--- config.mk ---
export PLATFORM = sky130hd
export DESIGN_NAME = uart_os_rx
export DESIGN_NICKNAME = d
export VERILOG_FILES = /design/src/rtl/uart_rx_pkg.sv /design/src/rtl/uart_rx_sync.sv /design/src/rtl/uart_rx_frame.sv /design/src/rtl/uart_rx_buf.sv /design/src/rtl/uart_os_rx.sv
export SDC_FILE = /design/constraint.sdc
export NUM_CORES = 1
export LEC_CHECK = 0
export BUFFER_PORTS_ARGS = -buffer_cell sky130_fd_sc_hd__buf_2
export CAP_MARGIN = 20
export CORE_ASPECT_RATIO = 1.1
export CORE_MARGIN = 3
export CORE_UTILIZATION = 45
export CTS_CLUSTER_SIZE = 12
export DETAILED_ROUTE_END_ITERATION = 7
export GPL_TIMING_DRIVEN = 0
export HOLD_SLACK_MARGIN = 0.02
export PLACE_DENSITY = 0.71
export SYNTH_ARGS = -nofsm -noshare
export SYNTH_HDL_FRONTEND = slang
export SYNTH_SLANG_ARGS = --single-unit
--- constraint.sdc ---
create_clock -name clk -period 4.5 [get_ports clk]
set_input_delay 0.45 -clock clk [delete_from_list [all_inputs] [get_ports clk]]
set_output_delay 0.45 -clock clk [all_outputs]
set_load 0.02 [all_outputs]
--- src/rtl/uart_rx_pkg.sv ---
package uart_rx_pkg;

   localparam int CHAR_W = 8;

   typedef enum logic [2:0] {
      RX_IDLE  = 3'd0,
      RX_START = 3'd1,
      RX_DATA  = 3'd2,
      RX_PAR   = 3'd3,
      RX_STOP  = 3'd4
   } rx_state_t;

   typedef struct packed {
      logic [CHAR_W-1:0] data;
      logic              fe;
      logic              pe;
   } rx_char_t;

endpackage

--- src/rtl/uart_rx_sync.sv ---
module uart_rx_sync #(
   parameter int   STAGES = 2,
   parameter logic INIT   = 1'b1
) (
   input  logic clk,
   input  logic rst_n,
   input  logic d_in,
   output logic d_out
);

   if (STAGES < 2) begin : g_bad_stages
      $error("uart_rx_sync: STAGES must be at least 2");
   end

   logic [STAGES-1:0] chain;

   for (genvar s = 0; s < STAGES; s++) begin : g_stage
      always_ff @(posedge clk or negedge rst_n) begin
         if (!rst_n) begin
            chain[s] <= INIT;
         end else begin
            if (s == 0) begin
               chain[s] <= d_in;
            end else begin
               chain[s] <= chain[(s == 0) ? 0 : s-1];
            end
         end
      end
   end

   assign d_out = chain[STAGES-1];

endmodule

--- src/rtl/uart_rx_frame.sv ---
module uart_rx_frame
   import uart_rx_pkg::*;
#(
   parameter int OSR_NORM = 16
) (
   input  logic       clk,
   input  logic       rst_n,
   input  logic       tick,
   input  logic       rx_s,
   input  logic       dbl_speed,
   input  logic [1:0] par_mode,
   input  logic [1:0] data_len,
   output logic       push,
   output rx_char_t   push_char,
   output rx_state_t  state_o
);

   localparam int CW = $clog2(OSR_NORM);
   localparam int BW = $clog2(CHAR_W);
   localparam logic [CW-1:0] LIM_N = CW'(OSR_NORM - 1);
   localparam logic [CW-1:0] LIM_D = CW'(OSR_NORM/2 - 1);
   localparam logic [CW-1:0] MID_N = CW'(OSR_NORM/2);
   localparam logic [CW-1:0] MID_D = CW'(OSR_NORM/4);
   localparam logic [CW-1:0] ONE   = CW'(1);

   if (OSR_NORM < 8 || (OSR_NORM % 4) != 0) begin : g_bad_osr
      $error("uart_rx_frame: OSR_NORM must be a multiple of 4 and at least 8");
   end
   if (CHAR_W != 8) begin : g_bad_width
      $error("uart_rx_frame: character width must be 8");
   end

   rx_state_t         state;
   logic [CW-1:0]     cnt;
   logic [1:0]        win;
   logic              dbl_l;
   logic [1:0]        par_l;
   logic [1:0]        len_l;
   logic [CHAR_W-1:0] shreg;
   logic [BW-1:0]     bit_idx;
   logic              par_acc;
   logic              par_bad;
   logic              rx_prev;

   logic [CW-1:0]     lim;
   logic [CW-1:0]     mid;
   logic              in_win;
   logic              vote_now;
   logic              last_tick;
   logic              vote;
   logic [BW-1:0]     last_idx;
   logic [CHAR_W-1:0] aligned;

   always_comb begin
      lim       = dbl_l ? LIM_D : LIM_N;
      mid       = dbl_l ? MID_D : MID_N;
      in_win    = (cnt == mid - ONE) || (cnt == mid) || (cnt == mid + ONE);
      vote_now  = (cnt == mid + ONE);
      last_tick = (cnt == lim);
      vote      = (win[1] & win[0]) | (win[1] & rx_s) | (win[0] & rx_s);
      last_idx  = BW'({1'b0, len_l}) + BW'(4);
      aligned   = shreg >> (2'd3 - len_l);
   end

   always_ff @(posedge clk or negedge rst_n) begin
      if (!rst_n) begin
         state     <= RX_IDLE;
         cnt       <= '0;
         win       <= '0;
         dbl_l     <= 1'b0;
         par_l     <= '0;
         len_l     <= '0;
         shreg     <= '0;
         bit_idx   <= '0;
         par_acc   <= 1'b0;
         par_bad   <= 1'b0;
         rx_prev   <= 1'b1;
         push      <= 1'b0;
         push_char <= '0;
      end else begin
         push <= 1'b0;
         if (tick) begin
            rx_prev <= rx_s;
            if (state != RX_IDLE) begin
               cnt <= last_tick ? '0 : cnt + ONE;
               if (in_win) begin
                  win <= {win[0], rx_s};
               end
            end
            case (state)
               RX_IDLE: begin
                  if (rx_prev && !rx_s) begin
                     state   <= RX_START;
                     cnt     <= ONE;
                     dbl_l   <= dbl_speed;
                     par_l   <= par_mode;
                     len_l   <= data_len;
                     par_acc <= 1'b0;
                     par_bad <= 1'b0;
                     bit_idx <= '0;
                  end
               end
               RX_START: begin
                  if (vote_now && vote) begin
                     state <= RX_IDLE;
                  end else if (last_tick) begin
                     state <= RX_DATA;
                  end
               end
               RX_DATA: begin
                  if (vote_now) begin
                     shreg   <= {vote, shreg[CHAR_W-1:1]};
                     par_acc <= par_acc ^ vote;
                  end
                  if (last_tick) begin
                     if (bit_idx == last_idx) begin
                        state <= par_l[1] ? RX_PAR : RX_STOP;
                     end else begin
                        bit_idx <= bit_idx + BW'(1);
                     end
                  end
               end
               RX_PAR: begin
                  if (vote_now) begin
                     par_bad <= par_acc ^ vote ^ par_l[0];
                  end
                  if (last_tick) begin
                     state <= RX_STOP;
                  end
               end
               RX_STOP: begin
                  if (vote_now) begin
                     push           <= 1'b1;
                     push_char.data <= aligned;
                     push_char.fe   <= !vote;
                     push_char.pe   <= par_bad;
                     state          <= RX_IDLE;
                  end
               end
               default: state <= RX_IDLE;
            endcase
         end
      end
   end

   assign state_o = state;

endmodule

--- src/rtl/uart_rx_buf.sv ---
module uart_rx_buf
   import uart_rx_pkg::*;
#(
   parameter int DEPTH = 2,
   localparam int PW   = (DEPTH > 1) ? $clog2(DEPTH) : 1,
   localparam int NW   = $clog2(DEPTH + 1)
) (
   input  logic          clk,
   input  logic          rst_n,
   input  logic          push,
   input  rx_char_t      push_char,
   input  logic          rd_req,
   output rx_char_t      head_char,
   output logic          head_ovr,
   output logic          valid,
   output logic [NW-1:0] count
);

   if (DEPTH < 2) begin : g_bad_depth
      $error("uart_rx_buf: DEPTH must be at least 2");
   end

   localparam logic [PW-1:0] PTR_LAST = PW'(DEPTH - 1);
   localparam logic [NW-1:0] CNT_FULL = NW'(DEPTH);

   rx_char_t        mem  [DEPTH];
   logic [DEPTH-1:0] ovrf;
   logic [PW-1:0]   rd_ptr;
   logic [PW-1:0]   wr_ptr;
   logic            pop;
   logic            push_ok;
   logic            ovr_set;

   always_comb begin
      pop     = rd_req && (count != '0);
      push_ok = push && ((count != CNT_FULL) || pop);
      ovr_set = push && (count == CNT_FULL) && !pop;
   end

   for (genvar g = 0; g < DEPTH; g++) begin : g_entry
      always_ff @(posedge clk or negedge rst_n) begin
         if (!rst_n) begin
            mem[g]  <= '0;
            ovrf[g] <= 1'b0;
         end else if (push_ok && (wr_ptr == PW'(g))) begin
            mem[g]  <= push_char;
            ovrf[g] <= 1'b0;
         end else if (ovr_set && (rd_ptr == PW'(g))) begin
            ovrf[g] <= 1'b1;
         end
      end
   end

   always_ff @(posedge clk or negedge rst_n) begin
      if (!rst_n) begin
         rd_ptr <= '0;
         wr_ptr <= '0;
         count  <= '0;
      end else begin
         if (pop) begin
            rd_ptr <= (rd_ptr == PTR_LAST) ? '0 : rd_ptr + PW'(1);
         end
         if (push_ok) begin
            wr_ptr <= (wr_ptr == PTR_LAST) ? '0 : wr_ptr + PW'(1);
         end
         case ({push_ok, pop})
            2'b10:   count <= count + NW'(1);
            2'b01:   count <= count - NW'(1);
            default: count <= count;
         endcase
      end
   end

   assign valid     = (count != '0);
   assign head_char = mem[rd_ptr];
   assign head_ovr  = ovrf[rd_ptr];

endmodule

--- src/rtl/uart_os_rx.sv ---
module uart_os_rx
   import uart_rx_pkg::*;
#(
   parameter int OSR_NORM    = 16,
   parameter int BUF_DEPTH   = 2,
   parameter int SYNC_STAGES = 2,
   localparam int NW         = $clog2(BUF_DEPTH + 1)
) (
   input  logic       clk,
   input  logic       rst_n,
   input  logic       smp_tick,
   input  logic       rx_line,
   input  logic       dbl_speed,
   input  logic [1:0] par_mode,
   input  logic [1:0] data_len,
   input  logic       rd_strobe,
   output logic [7:0] rd_data,
   output logic       rd_valid,
   output logic       err_frame,
   output logic       err_overrun,
   output logic       err_parity
);

   logic          rx_s;
   logic          frm_push;
   rx_char_t      frm_char;
   rx_state_t     frm_state;
   rx_char_t      head_char;
   logic          head_ovr;
   logic          buf_valid;
   logic [NW-1:0] fifo_count;

   uart_rx_sync #(
      .STAGES (SYNC_STAGES),
      .INIT   (1'b1)
   ) u_sync (
      .clk   (clk),
      .rst_n (rst_n),
      .d_in  (rx_line),
      .d_out (rx_s)
   );

   uart_rx_frame #(
      .OSR_NORM (OSR_NORM)
   ) u_frame (
      .clk       (clk),
      .rst_n     (rst_n),
      .tick      (smp_tick),
      .rx_s      (rx_s),
      .dbl_speed (dbl_speed),
      .par_mode  (par_mode),
      .data_len  (data_len),
      .push      (frm_push),
      .push_char (frm_char),
      .state_o   (frm_state)
   );

   uart_rx_buf #(
      .DEPTH (BUF_DEPTH)
   ) u_buf (
      .clk       (clk),
      .rst_n     (rst_n),
      .push      (frm_push),
      .push_char (frm_char),
      .rd_req    (rd_strobe),
      .head_char (head_char),
      .head_ovr  (head_ovr),
      .valid     (buf_valid),
      .count     (fifo_count)
   );

   assign rd_valid    = buf_valid;
   assign rd_data     = buf_valid ? head_char.data : '0;
   assign err_frame   = buf_valid & head_char.fe;
   assign err_parity  = buf_valid & head_char.pe;
   assign err_overrun = buf_valid & head_ovr;

endmodule

==> metrics.txt, run 1 <==
run status=completed; Worst setup EP type=output port; Ys Warns=0; post-route clock period utilization=46.3%; syn nets=309; #FFs+latches synth=67; area occupied by multi-input gates=1590 um^2; die width=88.8 um; Total Wirelength=6.08 mm; share of layout cells above drive strength 1=30.8%; Crit path top cell by count=nor2_1; RSZ-0062 raised after global routing=no; Area Growth Syn to Fin=12.4%; via count=2258; Critical Path, Cell by Cell=nor2_1 -> clkbuf_1 -> nor2_1 -> buf_2; iteration count of the initial detailed-routing pass=4; clock transition at the registers of the reported paths=0.08 ns; number of global-route vias before repair=2210; fin crit period=2.08 ns; dpl ws=2.63 ns; critical path's slowest cell=dfrtp_1; fin cells=416; Ports=22; Least-Margin Pin Slew=0.834 ns; Slew Limit Headroom=44.4%; initial antenna violation count=0; Top delay family on crit path=buffers and inverters; slowest stage delay, CP=0.43 ns; worst setup margin=2.42 ns; Slew Limit Fails=0; max-cap violation count=0; Req. time, crit path=4.05 ns; WP buf/inv=2; Top FF cell, synth=dfrtp_1; I/O Buffers=21; Clk Latency, worst-skew pair=0.35 ns; achievable clock frequency=480 MHz; ant diodes=0; total clock sinks=67; Syn Area/Cell=11.5 um^2; Setup CP Type=register to output port; Crit Path Max Fanout=10; via/cell ratio=5.43; Worst VDD drop=241 uV; Final setup viols=0; CTS max path bufs=2; # resized after CTS=0; die span in y=97.1 um; ys async rst share=100%; Layout Utilization=53.2%; hold_ws=0.196 ns; WP depth=4; Final HPWL DP=4.25 mm; Final Net Count=341; largest net degree at the start of global routing=68; first-pass GRT wire length=10.5 mm; total core area=7170 um^2; total global routing overflow=0; CTS tree=yes; Rows=32; Post-Syn Instances=294; final setup skew=0.0106 ns; startpoint types=register; die footprint=8620 um^2; setup TNS=0 ns; Worst Path Arrival=1.63 ns; PD cells=503 nW/um^2; clk root buf=clkbuf_8; Mapped Area=3390 um^2; register area=1680 um^2; Reg2Reg Depth=6; GRT Total Usage=15.4%; WL/cell=14.6 um; # DRC=0; Num CTS Buffers=9; most frequent cells in the layout=64 x dfrtp_1, 42 x mux2_2, 27 x nand2_1; placed cells=400; initial DRC count=97; Hold Path Class=primary input to asynchronous set/reset pin; commonest non-fill, non-tap cell in the layout=dfrtp_1; fillers=621; Netlist cell types=53; Seq/Total Area, Yosys=49.5%; EDFF count, synth=0; depth of the CTS H-tree=3; RD Place Congestion=0.833; Leak Pwr=1.79 nW; Initial Util=47.3%; postcts setup bufs=0; CTS hold repair buffers=0; final antenna-violating net count=0; Hold Vio Cnt, Final=0
## state kept, by name (all words and copies together) (netlist names), 3 cells and up
register           count
u_frame.push_char     10
u_frame.state_o        3
u_frame.shreg          8
u_frame.bit_idx        3
u_buf.mem             20
u_frame.cnt            4
## synth_stat cells (4+ instances only)
cell	number	area, um^2
nor2b_1	5	31.3
mux2i_1	19	190
buf_2	4	20.0
ha_1	5	62.6
nand2_1	27	101
mux2_2	42	473
xnor2_1	9	78.8
o21ai_0	24	120
dfrtp_1	64	1600
nor2_1	17	63.8
inv_1	10	37.5
clkbuf_1	5	18.8
## worst paths after layout
check,from,end,slack (ns)
hold reg to reg,u_sync.chain[0]$_DFF_PN1_,u_sync.d_out$_DFF_PN1_,0.36
setup reg to reg,u_frame.cnt[0]$_DFFE_PN0P_,u_frame.win[0]$_DFFE_PN0P_,2.65
max in group asynchronous,rst_n,u_frame.bit_idx[0]$_DFFE_PN0P_,3.76
hold / removal,rst_n,u_buf.ovrf[1]$_DFFE_PN0P_,0.20
min in group clk,rx_line,u_sync.chain[0]$_DFF_PN1_,0.20
setup / recovery,u_buf.count[0]$_DFFE_PN0P_,rd_data[0],2.42
## per-stage QoR
step | instance area [um^2] | power, mW
after floorplan | 3390 | 1.27
after global placement | 3600 | 1.39
after detailed placement | 3610 | 1.41
after CTS | 3810 | 1.93
after global routing | 3810 | 2.04
final | 3810 | 1.92
## cells by family (layout without fill, tap and decap cells)
| kind of cell | count (synthesis) | after routing | share of synthesized area [%] |
|---|---|---|---|
| and+or+nand+nor | 71 | 71 | 11.4 |
| adders and majority gates | 6 | 6 | 2.14 |
| AOI/OAI and AO/OA | 54 | 54 | 10.9 |
| muxes | 61 | 61 | 19.5 |
| xor gates and xnor gates | 11 | 11 | 3.06 |
| buffers and inverters | 24 | 61 | 3.47 |
| DFF | 67 | 67 | 49.5 |
## per-layer routing
metal  track usage (%)  up-vias  share of wire [%]
met5                 0        -                  0
met4              5.93        0                2.1
met3              3.90       11                2.9
met2              23.8       28                 47
met1              20.6     1109                 48
li1                  -     1110                  -
## worst reg2reg max path: stages (launching register included)
cell and delay, ns:
dfrtp_1 0.46, inv_1 0.09, ha_1 0.20, nor2_1 0.13, a2111oi_0 0.11, o31ai_1 0.39, mux2_2 0.38
## layout make-up
class                   count  area share, %
well taps                  85           2.79
clock inverters             7           2.13
inverters                  11           1.08
plain buffers              13           2.00
flip-flops and latches     67           44.1
clock buffers               9           3.25
repair buffers             21           2.82
multi-input cells         203           41.8
## report_power, final
| part | internal [mW] | switching [mW] | leakage [nW] |
|---|---|---|---|
| registers | 0.684 | 0.0756 | 0.875 |
| logic | 0.275 | 0.363 | 0.815 |
| clock network | 0.264 | 0.256 | 0.101 |
| total | 1.22 | 0.694 | 1.79 |
No activity file was read; power rests on OpenSTA's default activity.
==> inputs of run 2 (changes only) <==
--- a/config.mk
+++ b/config.mk
@@ -14,7 +14,7 @@
 export DETAILED_ROUTE_END_ITERATION = 7
 export GPL_TIMING_DRIVEN = 0
 export HOLD_SLACK_MARGIN = 0.02
-export PLACE_DENSITY = 0.71
+export PLACE_DENSITY = 0.74
 export SYNTH_ARGS = -nofsm -noshare
 export SYNTH_HDL_FRONTEND = slang
 export SYNTH_SLANG_ARGS = --single-unit
==> constraint.sdc (replaced) <==
create_clock -name clk -period 1.7 [get_ports clk]
set_input_delay 0.17 -clock clk [delete_from_list [all_inputs] [get_ports clk]]
set_output_delay 0.17 -clock clk [all_outputs]
set_load 0.02 [all_outputs]
==> run 2 against run 1 <==
Against the previous run:
- the flow now finishes with violations (negative setup slack)
- global-route usage is 0.62 points higher
- utilization is 4.4 points higher
- hold slack worse by 0.14 ns
- sequential share of layout area is 3.3 points lower
==> metrics.txt, run 2 (synthesized netlist as in run 1, its figures left out) <==
dpl cell area=3610 um^2; Largest regs=u_buf.mem (20), u_frame.push_char (10), u_frame.shreg (8); startpoint types=register; Hold Vio Cnt, Final=0; Least-Margin Pin Slew=0.823 ns; Worst Path Arrival=1.98 ns; final antenna-violating net count=0; sw frac=37.1%; fin cells=431; Req. time, crit path=1.93 ns; commonest non-fill, non-tap cell in the layout=dfrtp_1; # DRC=0; area occupied by multi-input gates=1760 um^2; run status=finished with violations; dpl ws=-0.220 ns; total core area=7170 um^2; Area Growth Syn to Fin=21.6%; hold_ws=0.0540 ns; Total Wirelength=6.52 mm; max reg flops=20; total clock sinks=67; Sw Pwr=2.10 mW; final setup skew=0.0122 ns; Comb power frac=39.2%; Setup CP Type=register to register; iteration count of the initial detailed-routing pass=4; first-pass GRT wire length=11.0 mm; setup TNS=-0.0858 ns; clk root buf=clkbuf_8; RD Place Congestion=0.852; max-cap violation count=0; largest net degree at the start of global routing=68; via count=2357; Crit Path Max Fanout=3; worst setup margin=-0.0444 ns; achievable clock frequency=573 MHz; final instance area=4120 um^2; initial antenna violation count=0; initial DRC count=99; post-route clock period utilization=103%; slowest stage delay, CP=0.44 ns; failing checks=negative setup slack; Seq pwr share=36.4%; Slew Limit Headroom=45.1%; CTS tree=yes; PD cells=1380 nW/um^2; share of layout cells above drive strength 1=41.9%; Worst VDD drop=532 uV; Rows=32; Clk Latency, worst-skew pair=0.35 ns; die footprint=8620 um^2; Ports=22; critical path's slowest cell=dfrtp_1; GRT Total Usage=16.0%; Slew Limit Fails=0; Initial Util=47.3%; Final Net Count=356; fin crit period=1.74 ns; placed cells=400; part of the power in the clock network=24.5%; number of global-route vias before repair=2341; WL/cell=15.1 um; Biggest register=u_buf.mem; die width=88.8 um; total global routing overflow=0; Final setup viols=2; die span in y=97.1 um; depth of the CTS H-tree=3; most frequent cells in the layout=61 x dfrtp_1, 40 x mux2_2, 26 x nand2_1; CTS max path bufs=2; I/O Buffers=21; Internal Power=3.57 mW; Leak Pwr=1.91 nW; Worst setup EP type=register; Critical Path, Cell by Cell=inv_2 -> ha_4 -> nor2_4 -> a2111oi_4 -> o31ai_4 -> mux2_4; via/cell ratio=5.47; Num CTS Buffers=9; clock transition at the registers of the reported paths=0.08 ns; Final HPWL DP=4.16 mm; Hold Path Class=primary input to register; register area=1680 um^2; fillers=574; RSZ-0062 raised after global routing=yes; ant diodes=0
==> run 2: power by group through the flow <==
| stage | registers, mW | logic [mW] | clock network [mW] |
|---|---|---|---|
| final | 2.06 | 2.22 | 1.39 |
| after global routing | 2.09 | 2.42 | 1.47 |
| after CTS | 2.01 | 1.83 | 1.42 |
| after detailed placement | 2.05 | 1.68 | 0 |
| after global placement | 2.03 | 1.64 | 0 |
| after floorplan | 1.99 | 1.36 | 0 |
==> run 2: path summary, 6_finish.rpt <==
check                      slack (ns)                           end                       start  depth (start not counted)
setup / recovery                -0.04    u_frame.win[1]$_DFFE_PN0P_  u_frame.cnt[1]$_DFFE_PN0P_                          6
max in group asynchronous        0.65  u_frame.len_l[1]$_DFFE_PN0P_                       rst_n                          2
setup reg to reg                -0.04    u_frame.win[1]$_DFFE_PN0P_  u_frame.cnt[1]$_DFFE_PN0P_                          6
min in group asynchronous        0.44      u_buf.mem[7]$_DFFE_PN0P_                       rst_n                          2
hold / removal                   0.05  u_frame.par_l[1]$_DFFE_PN0P_                 par_mode[1]                          2
hold reg to reg                  0.36        u_sync.d_out$_DFF_PN1_   u_sync.chain[0]$_DFF_PN1_                          0
==> run 2: cell type report <==
cell class,instances,share of cell area [%]
clock inverters,7,1.97
repair buffers,35,5.37
multi-input cells,204,42.8
well taps,85,2.58
plain buffers,13,2.37
clock buffers,9,3.00
flip-flops and latches,67,40.8
inverters,11,1.09
==> run 2: layer usage <==
layer  GRT usage (%)  vias up  wire length [um]
met3            4.07       13               260
met4            7.21        0               144
li1                -     1143                 -
met1            21.2     1153              2930
met2            24.5       48              3190
met5               0        -                 0
==> run 2: critical path, delay by kind of cell (launching register included) <==
family	cells	cell delay (ns)
AO/OA/AOI/OAI	2	0.54
flip-flops	1	0.44
multiplexers	1	0.31
adder cells (fa/ha/maj)	1	0.16
buffers and inverters	1	0.14
AND/OR/NAND/NOR	1	0.04
==> run 2: what timing repair did <==
action | 4_1_cts | 5_1_grt
hold endpoints to repair | 65 | 0
resized for setup | 14 | 45
setup endpoints to repair | 21 | 46
gates cloned | 0 | 2
setup buffers | 5 | 7
pin swaps | 4 | 10
hold buffers | 2 | 0
==> run 2: metrics by stage <==
step | total power [mW] | utilization [%]
after global routing | 5.98 | 57.5
after CTS | 5.26 | 54.4
final | 5.67 | 57.5
after global placement | 3.67 | 50.3
after floorplan | 3.35 | -
after detailed placement | 3.72 | 50.3
==> inputs of run 3 (changes only) <==
--- a/config.mk
+++ b/config.mk
@@ -7,14 +7,16 @@
 export LEC_CHECK = 0
 export BUFFER_PORTS_ARGS = -buffer_cell sky130_fd_sc_hd__buf_2
 export CAP_MARGIN = 20
+export CELL_PAD_IN_SITES_DETAIL_PLACEMENT = 1
+export CELL_PAD_IN_SITES_GLOBAL_PLACEMENT = 2
 export CORE_ASPECT_RATIO = 1.1
 export CORE_MARGIN = 3
-export CORE_UTILIZATION = 45
+export CORE_UTILIZATION = 37
 export CTS_CLUSTER_SIZE = 12
 export DETAILED_ROUTE_END_ITERATION = 7
 export GPL_TIMING_DRIVEN = 0
 export HOLD_SLACK_MARGIN = 0.02
-export PLACE_DENSITY = 0.74
+export PLACE_DENSITY = 0.84
 export SYNTH_ARGS = -nofsm -noshare
 export SYNTH_HDL_FRONTEND = slang
 export SYNTH_SLANG_ARGS = --single-unit
==> run 3 against run 2 <==
Against the previous run:
- the flow now finishes without violations
- worst setup slack improved by 0.070 ns
- routed wire length is 9.8% higher
- critical endpoint is now u_frame.state_o[1]$_DFFE_PN0P_
- sequential cell count unchanged
- combinational power up 4%
- highest routed layer unchanged
- sequential share of layout area shrank 0.69 points
- design area rose by 1.9%
- final cell count rose by 6.5%
- largest cell class unchanged
- hold slack worse by 0.0012 ns
- clock skew decreased by 0.0023 ns
==> metrics.txt, run 3 (synthesized netlist as in run 1, its figures left out) <==
via/cell ratio=5.10; fillers=948; capturing point of the worst reg2reg path=u_frame.state_o[1]$_DFFE_PN0P_; total global routing overflow=0; Slew Limit Headroom=44.7%; Req. time, crit path=1.96 ns; CTS max path bufs=2; Least-Margin Pin Slew=0.829 ns; final setup skew=0.00984 ns; CTS tree=yes; clock transition at the registers of the reported paths=0.08 ns; Largest regs=u_buf.mem (20), u_frame.push_char (10), u_frame.shreg (8); post-route clock period utilization=98.5%; die span in y=106 um; Total Wirelength=7.16 mm; max reg flops=20; Clk Latency, worst-skew pair=0.34 ns; Hold Vio Cnt, Final=0; commonest non-fill, non-tap cell in the layout=dfrtp_1; worst setup margin=0.0256 ns; RSZ-0062 raised after global routing=yes; Slew Limit Fails=0; M1 GR Usage=19.1%; WL/cell=15.6 um; total core area=8870 um^2; most frequent cells in the layout=59 x dfrtp_1, 40 x mux2_2, 25 x buf_2; max-cap violation count=0; Rows=36; die footprint=10400 um^2; Ports=22; run status=completed; Worst Path Arrival=1.93 ns; Layout Utilization=47.3%; depth of the CTS H-tree=3; Final HPWL DP=4.86 mm; Biggest register=u_buf.mem; dpl cell area=3640 um^2; Leak Pwr=1.90 nW; clk root buf=clkbuf_8; achievable clock frequency=597 MHz; Hold Path Class=primary input to register; Area Growth Syn to Fin=23.9%; I/O Buffers=21; GRT met3 Usage=2.82%; Reg2Reg Depth=7; CP startpoint=u_frame.cnt[3]$_DFFE_PN0P_; share of layout cells above drive strength 1=44.9%; number of global-route vias before repair=2445; fin crit period=1.67 ns; PD cells=1380 nW/um^2; Initial Util=38.2%; GRT Max-Usage Layer=met2; initial antenna violation count=0; Final Net Count=355; Worst Setup EP=u_frame.state_o[1]$_DFFE_PN0P_; Reg2Reg Setup Slack=0.03 ns; final antenna-violating net count=0; hold_ws=0.0528 ns; startpoint types=register; iteration count of the initial detailed-routing pass=3; Setup CP Type=register to register; FF-to-FF Start=u_frame.cnt[3]$_DFFE_PN0P_; Worst VDD drop=576 uV; ant diodes=0; # DRC=0; GRT Total Usage=14.9%; initial DRC count=50; Num CTS Buffers=9; Worst setup EP type=register; first-pass GRT wire length=12.3 mm; RD Place Congestion=0.766; dpl ws=-0.215 ns; GR Util met2=25.1%; largest net degree at the start of global routing=68; total clock sinks=67; via count=2341; die width=97.3 um; final instance area=4200 um^2; Final setup viols=0; Crit Path Max Fanout=8
==> run 3: changes by cell type in the layout (fill, tap and decap cells not counted), sizes merged <==
cell,change
clkbuf,-1
==> run 3: area by class of cell <==
cell class                      count  area [um^2]  area share (%)
Tap cell                          114          143            3.39
Multi-Input combinational cell    204         1810            43.2
Clock buffer                        9          124            2.95
Inverter                           11         45.0            1.07
Buffer                             13          101            2.41
Clock inverter                      7         82.6            1.97
Sequential cell                    67         1690            40.1
Timing Repair Buffer               34          205            4.88
==> run 3: through the flow <==
| step | total power [mW] | cells | TNS (ns) |
|---|---|---|---|
| 3_5_place_dp | 3.78 | 429 | -1.32 |
| 5_1_grt | 6.20 | 459 | -0.502 |
| 4_1_cts | 5.56 | 453 | -0.00826 |
| 3_3_place_gp | 3.72 | 429 | -0.685 |
| 6_report | 5.79 | 459 | 0 |
| 2_1_floorplan | 3.35 | 294 | 0 |
==> run 3: how the worst min path moves through the flow <==
stage	to	slack, ns	cells past startpoint	from
finish	u_frame.par_l[1]$_DFFE_PN0P_	0.05	2	par_mode[1]
global route	u_frame.par_l[0]$_DFFE_PN0P_	0.05	2	par_mode[0]
CTS	u_frame.par_l[1]$_DFFE_PN0P_	0.03	2	par_mode[1]
detailed placement	u_sync.chain[0]$_DFF_PN1_	0.28	1	rx_line
global placement	u_sync.chain[0]$_DFF_PN1_	0.28	1	rx_line
floorplan	u_buf.count[0]$_DFFE_PN0P_	-0.13	0	rst_n
==> run 3: worst max-delay path, stage by stage, from the launching register on <==
cell       delay [ns]
dfrtp_1          0.39
buf_6            0.14
nor3b_4          0.15
o21a_1           0.21
buf_6            0.15
o31a_1           0.33
o21ai_0          0.09
o2bb2ai_1        0.13
==> run 3: routing by layer <==
metal | vias to the layer above | part of all wire [%]
met5 | - | 0
met4 | 0 | 1.4
met3 | 7 | 2.1
met2 | 22 | 51
met1 | 1167 | 45
li1 | 1145 | -
==> run 3: where the power goes <==
| group | internal (mW) | leakage [nW] | total [mW] | switching (mW) |
|---|---|---|---|---|
| clock network | 0.703 | 0.0988 | 1.40 | 0.696 |
| logic | 1.09 | 0.936 | 2.31 | 1.22 |
| registers | 1.82 | 0.870 | 2.08 | 0.255 |
==> run 3: what timing repair did <==
item,CTS,global route
pin swaps,6,8
setup buffers,5,5
hold buffers,2,0
gates cloned,2,1
hold endpoints to repair,65,0
setup endpoints to repair,36,53
gates resized for setup,35,40
